## src/rtl/irq_pkg.sv

```systemverilog
package irq_pkg;
  typedef enum logic {
    ACK_W1C = 1'b0,
    ACK_W0C = 1'b1
  } ack_mode_e;

  typedef enum logic {
    SEL_MASK   = 1'b0,
    SEL_STATUS = 1'b1
  } reg_sel_e;
endpackage

```

## src/rtl/irq_sync.sv

```systemverilog
module irq_sync #(
  parameter int unsigned WIDTH = 32
) (
  input  logic             clk_i,
  input  logic             rst_ni,
  input  logic [WIDTH-1:0] async_i,
  output logic [WIDTH-1:0] sync_o
);
  for (genvar i = 0; i < WIDTH; i++) begin : g_line
    logic meta_q, stab_q;
    always_ff @(posedge clk_i or negedge rst_ni) begin
      if (!rst_ni) begin
        meta_q <= 1'b0;
        stab_q <= 1'b0;
      end else begin
        meta_q <= async_i[i];
        stab_q <= meta_q;
      end
    end
    assign sync_o[i] = stab_q;
  end
endmodule

```

## src/rtl/irq_trig.sv

```systemverilog
module irq_trig #(
  parameter int unsigned      WIDTH     = 32,
  parameter logic [WIDTH-1:0] EDGE_MASK = '1
) (
  input  logic             clk_i,
  input  logic             rst_ni,
  input  logic [WIDTH-1:0] line_i,
  output logic [WIDTH-1:0] set_o
);
  logic [WIDTH-1:0] prev_q;

  always_ff @(posedge clk_i or negedge rst_ni) begin
    if (!rst_ni) prev_q <= '0;
    else         prev_q <= line_i;
  end

  for (genvar i = 0; i < WIDTH; i++) begin : g_kind
    if (EDGE_MASK[i]) begin : g_edge
      assign set_o[i] = line_i[i] & ~prev_q[i];
    end else begin : g_level
      assign set_o[i] = line_i[i];
    end
  end
endmodule

```

## src/rtl/irq_status.sv

```systemverilog
module irq_status
  import irq_pkg::*;
#(
  parameter int unsigned WIDTH    = 32,
  parameter ack_mode_e   ACK_MODE = ACK_W1C
) (
  input  logic             clk_i,
  input  logic             rst_ni,
  input  logic [WIDTH-1:0] set_i,
  input  logic             ack_we_i,
  input  logic [WIDTH-1:0] ack_data_i,
  output logic [WIDTH-1:0] pend_o
);
  logic [WIDTH-1:0] pend_q, clr_vec;

  if (ACK_MODE == ACK_W0C) begin : g_w0c
    assign clr_vec = ack_we_i ? ~ack_data_i : '0;
  end else begin : g_w1c
    assign clr_vec = ack_we_i ? ack_data_i : '0;
  end

  // set has priority over clear so no event is dropped
  always_ff @(posedge clk_i or negedge rst_ni) begin
    if (!rst_ni) pend_q <= '0;
    else         pend_q <= (pend_q & ~clr_vec) | set_i;
  end

  assign pend_o = pend_q;
endmodule

```

## src/rtl/irq_req.sv

```systemverilog
module irq_req #(
  parameter int unsigned WIDTH = 32
) (
  input  logic             clk_i,
  input  logic             rst_ni,
  input  logic [WIDTH-1:0] pend_i,
  input  logic [WIDTH-1:0] mask_i,
  input  logic             gie_i,
  output logic             req_o
);
  logic req_q;

  always_ff @(posedge clk_i or negedge rst_ni) begin
    if (!rst_ni) req_q <= 1'b0;
    else         req_q <= gie_i & (|(pend_i & mask_i));
  end

  assign req_o = req_q;
endmodule

```

## src/rtl/irq_latch_ctrl.sv

```systemverilog
module irq_latch_ctrl
  import irq_pkg::*;
#(
  parameter int unsigned        NUM_IRQ   = 32,
  parameter logic [NUM_IRQ-1:0] EDGE_MASK = NUM_IRQ'(32'h0000_FFFF),
  parameter ack_mode_e          ACK_MODE  = ACK_W1C
) (
  input  logic               clk_i,
  input  logic               rst_ni,
  input  logic [NUM_IRQ-1:0] irq_i,
  input  logic               gie_i,
  input  logic               reg_we_i,
  input  logic               reg_sel_i,
  input  logic [NUM_IRQ-1:0] reg_wdata_i,
  output logic [NUM_IRQ-1:0] reg_rdata_o,
  output logic               irq_o
);
  logic [NUM_IRQ-1:0] line_sync, set_vec, pend_q, mask_q;
  logic               mask_we, stat_we;

  assign mask_we = reg_we_i & (reg_sel_e'(reg_sel_i) == SEL_MASK);
  assign stat_we = reg_we_i & (reg_sel_e'(reg_sel_i) == SEL_STATUS);

  irq_sync #(.WIDTH(NUM_IRQ)) u_sync (
    .clk_i  (clk_i),
    .rst_ni (rst_ni),
    .async_i(irq_i),
    .sync_o (line_sync)
  );

  irq_trig #(.WIDTH(NUM_IRQ), .EDGE_MASK(EDGE_MASK)) u_trig (
    .clk_i (clk_i),
    .rst_ni(rst_ni),
    .line_i(line_sync),
    .set_o (set_vec)
  );

  irq_status #(.WIDTH(NUM_IRQ), .ACK_MODE(ACK_MODE)) u_status (
    .clk_i     (clk_i),
    .rst_ni    (rst_ni),
    .set_i     (set_vec),
    .ack_we_i  (stat_we),
    .ack_data_i(reg_wdata_i),
    .pend_o    (pend_q)
  );

  always_ff @(posedge clk_i or negedge rst_ni) begin
    if (!rst_ni)      mask_q <= '0;
    else if (mask_we) mask_q <= reg_wdata_i;
  end

  irq_req #(.WIDTH(NUM_IRQ)) u_req (
    .clk_i (clk_i),
    .rst_ni(rst_ni),
    .pend_i(pend_q),
    .mask_i(mask_q),
    .gie_i (gie_i),
    .req_o (irq_o)
  );

  assign reg_rdata_o = (reg_sel_e'(reg_sel_i) == SEL_STATUS) ? pend_q : mask_q;
endmodule

```

## config.mk

```make
export PLATFORM = sky130hd
export DESIGN_NAME = irq_latch_ctrl
export DESIGN_NICKNAME = d
export VERILOG_FILES = /design/src/rtl/irq_pkg.sv /design/src/rtl/irq_sync.sv /design/src/rtl/irq_trig.sv /design/src/rtl/irq_status.sv /design/src/rtl/irq_req.sv /design/src/rtl/irq_latch_ctrl.sv
export SDC_FILE = /design/constraint.sdc
export NUM_CORES = 1
export LEC_CHECK = 0
export ABC_CLOCK_PERIOD_IN_PS = 1400
export BUFFER_PORTS_ARGS = -buffer_cell sky130_fd_sc_hd__buf_4
export CELL_PAD_IN_SITES_DETAIL_PLACEMENT = 2
export CELL_PAD_IN_SITES_GLOBAL_PLACEMENT = 2
export CORE_MARGIN = 10
export CORE_UTILIZATION = 39
export CTS_CLUSTER_DIAMETER = 120
export DETAILED_ROUTE_END_ITERATION = 7
export PLACE_DENSITY_LB_ADDON = 0.1
export SLEW_MARGIN = 25
export SYNTH_ARGS = -nofsm -noshare
export SYNTH_HDL_FRONTEND = slang
export SYNTH_HIERARCHICAL = 1
export SYNTH_SLANG_ARGS = --single-unit
```

## constraint.sdc

```tcl
create_clock -name clk_i -period 1.4 [get_ports clk_i]
set_input_delay 0.07 -clock clk_i [delete_from_list [all_inputs] [get_ports clk_i]]
set_output_delay 0.07 -clock clk_i [all_outputs]
set_load 0.01 [all_outputs]
```

# Word level (Yosys, flattened, before mapping)
# Index checks and enable logic that the tools add are counted.
[op_classes] n_mux=2 bitwise_logic=40 n_reduce_logical=1
[op_table] operator="AND 32 bit" count=2
[op_table] operator="2-to-1 mux 32 bit" count=2
[op_table] operator="inverter 32 bit" count=1
[op_table] operator="bitwise OR 32 bit" count=1
[op_table] operator="OR reduction 32 bit" count=1
[op_table] operator="AND 1 bit" count=19
[op_table] operator="inverter 1 bit" count=17
[totals] register_bits=145 inputBits=69 word_cells=111

# Logic depth before layout (Yosys ltp)
[depth] ltp_word=5 depth_mapped=6 mapped_depth_nobuf=3

# By module
# Netlist, hierarchy kept.
[by_module_without_submodules] module="irq_sync" instances=1 cells_per_inst=96 area_per_inst_um2=1841.8 seq_area_each_um2=1601.5
[by_module_without_submodules] module="irq_latch_ctrl" instances=1 cells_per_inst=106 area_per_inst_um2=1742.9 seq_area_each_um2=800.8
[by_module_without_submodules] module="irq_status" instances=1 cells_per_inst=99 area_per_inst_um2=1194.9 seq_area_each_um2=800.8
[by_module_without_submodules] module="irq_trig" instances=1 cells_per_inst=48 area_per_inst_um2=740.7 seq_area_each_um2=400.4
[by_module_without_submodules] module="irq_req" instances=1 cells_per_inst=22 area_per_inst_um2=186.4 seq_area_each_um2=25.0

# Worst setup path after synthesis
# Ideal clock, no wire load.
[synth_timing] kind="register to register" start="register u_status.pend_q[6], in the netlist u_status/pend_o[6]" end="register u_req.req_q, in the netlist u_req/req_o" setup_time_ns=0.129 t_arrival_ns=1.039 required_time_ns=1.271 setup_slack_ns=0.232 stages_incl_launch_ff=4 n_path_buf=0 period_less_slack_ns=1.168 cell_sequence="dfrtp_1 -> a22oi_1 -> nand4_1 -> o41a_1"
[synth_via] elab_chain_cells=3
[synth_lines] item="start: declaration" line_no="irq_status.sv:14" rtl="logic [WIDTH-1:0] pend_q, clr_vec;"
[synth_lines] item="start signal: assignment" line_no="irq_status.sv:25" rtl="else pend_q <= (pend_q & ~clr_vec) | set_i;"
[synth_lines] item="AND 32 bit" line_no="irq_req.sv:15" rtl="else req_q <= gie_i & (|(pend_i & mask_i));"
[synth_lines] item="OR reduction 32 bit" line_no="irq_req.sv:15"
[synth_lines] item="AND 1 bit" line_no="irq_req.sv:15"
[synth_lines] item="end signal: assignment" line_no="irq_req.sv:15"
[synth_lines] item="end: declaration" line_no="irq_req.sv:11" rtl="logic req_q;"
# No other way between the ends.
# A chain may end at the register's enable or synchronous reset.

# Worst setup path after layout
[layout_timing] start="register u_status.pend_q[22], in the netlist u_status/pend_o[22]" end="register u_req.req_q, in the netlist u_req/req_o"
# Same word-level chain as after synthesis.

==> flow_summary_export.csv <==
group,metric,value,unit
global_route,grt_start_max_net_pins,53,
drt,vias,3312,
clock_tree,h-tree-depth,4,
worst_setup_path,cp-end-kind,"flip-flop",
sta,transition_time_at_the_pin_with_the_least_slew_margin,0.395,ns
logic_synthesis,post_synth_instance_area,0.00571,sq mm
logic_synthesis,synth_top_area_share,63.6,%
global_route,grt_pass1_wl,22.7,mm
clock_tree,number_of_sinks_on_the_clock_net,145,
logic_synthesis,postSynthCellCount,371,
clock_tree,path_clk_slew,0.06,ns
sta,highest_attainable_clock_frequency,0.723,GHz
logic_synthesis,synth_enable_flop_cells,0,
floorplan,initial_utilization,39.6,%
floorplan,die_w,141,microns
power_and_ir_drop,power_density,1410,mW/mm^2
final_layout,finish.cell_count_without_fillers,701,
logic_synthesis,synth_area_per_cell,15.4,sq um
final_layout,areaGrowthSynthToFinish,34.3,%
floorplan,die_area,0.0199,sq mm
logic_synthesis,yosysTopAreaCell,"sky130_fd_sc_hd__dfrtp_1",
global_route,track_usage,15.0,%
clock_tree,insertion_delay,0.42,ns
global_route,first_global_vias,3965,
place,io_buffers,101,
sta,clock_skew,0.00521,ns
logic_synthesis,yosys-top-cells-area,"sky130_fd_sc_hd__dfrtp_1 64%, sky130_fd_sc_hd__mux2_4 7.9%, sky130_fd_sc_hd__mux2_2 6.7%, sky130_fd_sc_hd__buf_4 6.4%, sky130_fd_sc_hd__a21o_1 4.2%",
power_and_ir_drop,seq_power_share,44.4,%
logic_synthesis,ys_dominant_reg_cell,"sky130_fd_sc_hd__dfrtp_1",
sta,report.final.setup_viol,0,
floorplan,rows,44,
floorplan,fp.coreArea,0.0144,sq mm
worst_setup_path,crit_arrival,1.67,ns
worst_setup_path,path_max_fanout,3,
place,gp_congestion,0.738,
sta,period_minus_slack,1.38,ns
clock_tree,cts_tree,"done",
drt,drt_drc_violations_left,0,
clock_tree,clock_path_buffers,2,
power_and_ir_drop,clockPowerShare,42.1,%
logic_synthesis,syn_nets,440,
place,place.detailed.instances,604,
logic_synthesis,synth_cell_types,16,
drt,avgRoutedWirePerCell,20.2,microns
power_and_ir_drop,switching_share,23.3,%
power_and_ir_drop,report.power.total,10.8,mW
status,outcome,"complete, no violations",
final_layout,layout_cell_share_with_drive_strength_beyond_1,44.9,%
floorplan,pin_count,102,
job,number_of_violations_of_the_max_capacitance_limit,0,
logic_synthesis,ys.warnings.count,6,
final_layout,antennaDiodeCount,0,
worst_setup_path,cp-start-kind,"flip-flop",
sta,final_min_period_over_clock_period,98.8,%
drt,drt-initial-drc-count,160,
sta,finalMaxSlewViolations,0,
drt,detail_route.vias_per_cell,4.72,
sta,whs,0.134,ns
floorplan,die_h,141,microns
final_layout,layout.nets,574,
drt,first_pass_iters,4,
drt,final_antenna_net_count,0,
power_and_ir_drop,vdd_drop_max,0.000803,V
logic_synthesis,synth_async_sr_flop_share,100,%
min_path,min_path_type,"in2async",
clock_tree,cts_post_setup_buffers_inserted,0,
clock_tree,cts_inserted_buffers,17,
worst_setup_path,cp_data_required_time,1.69,ns
global_route,grt_antenna_before_repair,0,
sta,grt_setup_unrepaired,"yes",
place,hpwl_after_detailed_placement,9.02,mm
logic_synthesis,register_bit_count_reported_by_yosys,145,
logic_synthesis,seq_area_frac_synth,63.6,%
global_route,grt.overflow.total,0,
final_layout,postLayoutCoreUtil,53.1,%
power_and_ir_drop,leakage,3.45,nW
logic_synthesis,synth_top_cells_by_count,"145 x sky130_fd_sc_hd__dfrtp_1, 49 x sky130_fd_sc_hd__buf_4, 34 x sky130_fd_sc_hd__mux2_2",
drt,finalWirelength,14.2,mm
sta,hold_viol,0,
power_and_ir_drop,power.share.combinational,13.5,%
logic_synthesis,synthMostInstantiatedCell,"sky130_fd_sc_hd__dfrtp_1",
power_and_ir_drop,intPower,8.29,mW
power_and_ir_drop,power.switching,2.51,mW
worst_setup_path,worst-setup-path-type,"reg2reg",
clock_tree,ctsRootBufferMaster,"sky130_fd_sc_hd__clkbuf_16",
sta,max-slew-margin-rel,73.7,%
## critical path, cell delays in order, from the launching register on
cell	delay, ns
sky130_fd_sc_hd__dfrtp_1	0.40
sky130_fd_sc_hd__a22oi_2	0.23
sky130_fd_sc_hd__nand4_1	0.18
sky130_fd_sc_hd__o41a_1	0.45
## final timing paths
check	from	to	slack, ns	depth (start not counted)
worst max register to register	u_status/pend_o[22]	u_req/req_o	0.02	3
worst min register to register	u_sync/g_line[20].meta_q	u_sync/g_line[20].stab_q	0.35	0
min in group clk_i	reg_sel_i	mask_q[16]	0.23	4
worst max-delay path	u_status/pend_o[22]	u_req/req_o	0.02	3
worst min-delay path	rst_ni	u_sync/g_line[12].stab_q	0.13	2
max in group asynchronous	rst_ni	u_status/pend_o[13]	0.64	3
## cells in the final DEF (no fill, tap or decap), drive strengths merged
cell type,instances
dfrtp,145
buf,108
nand2,32
a21o,32
dlygate4sd3,66
clkinv,8
o41a,1
nor2b,17
and2,1
a22oi,16
clkbuf,20
mux2,64
nand4,4
bufinv,3
## flip-flops by register name, indices dropped and copies added (netlist names)
signal and flops:
mask_q 32, u_req/req_o 1, u_status/pend_o 32, u_sync/g_line.meta_q 32
u_sync/g_line.stab_q 32, u_trig/prev_q 16
## power by group through the flow
stage	Combinational (mW)	Clock (mW)	Sequential (mW)
global route	1.58	4.90	4.84
global placement	1.28	0	4.81
CTS	1.48	4.68	4.79
finish	1.45	4.55	4.80
floorplan	0.780	0	4.75
detailed placement	1.29	0	4.84
## metal layers
layer	track usage (%)	routed length, microns	part of all wire [%]
met4	4.89	200	1.4
met2	24.9	7370	52
met5	0	0	0
met3	4.74	682	4.8
met1	17.9	5940	42
## stage by stage
step           instance area [sq um]  setup slack, ns  setup TNS (ns)
5_1_grt                         7660         -0.00630        -0.00630
2_1_floorplan                   5710            0.232               0
3_5_place_dp                    6340           -0.115          -0.115
6_report                        7660           0.0165               0
3_3_place_gp                    6340          -0.0293         -0.0293
4_1_cts                         7640          0.00428               0
## repair_timing
| action | CTS | global route |
|---|---|---|
| hold buffers | 66 | 0 |
| endpoints found under the setup margin | 1 | 2 |
| pin swaps | 5 | 6 |
| hold endpoints to repair | 221 | 0 |
| resized for setup | 9 | 4 |
## logic make-up after synthesis
family	share of synthesized area (%)
compound gates	6.60
buf+inv	8.55
flops	63.6
mux	14.6
simple gates	6.67
## final cells by class
class	count	area, sq um
well taps	184	230
fillers	1302	6760
repair buffers	174	1550
clock inverters	11	138
clock buffers	20	457
multi-input cells	167	1660
flip-flops and latches	145	3630
Power figures use the tool's default switching activity.
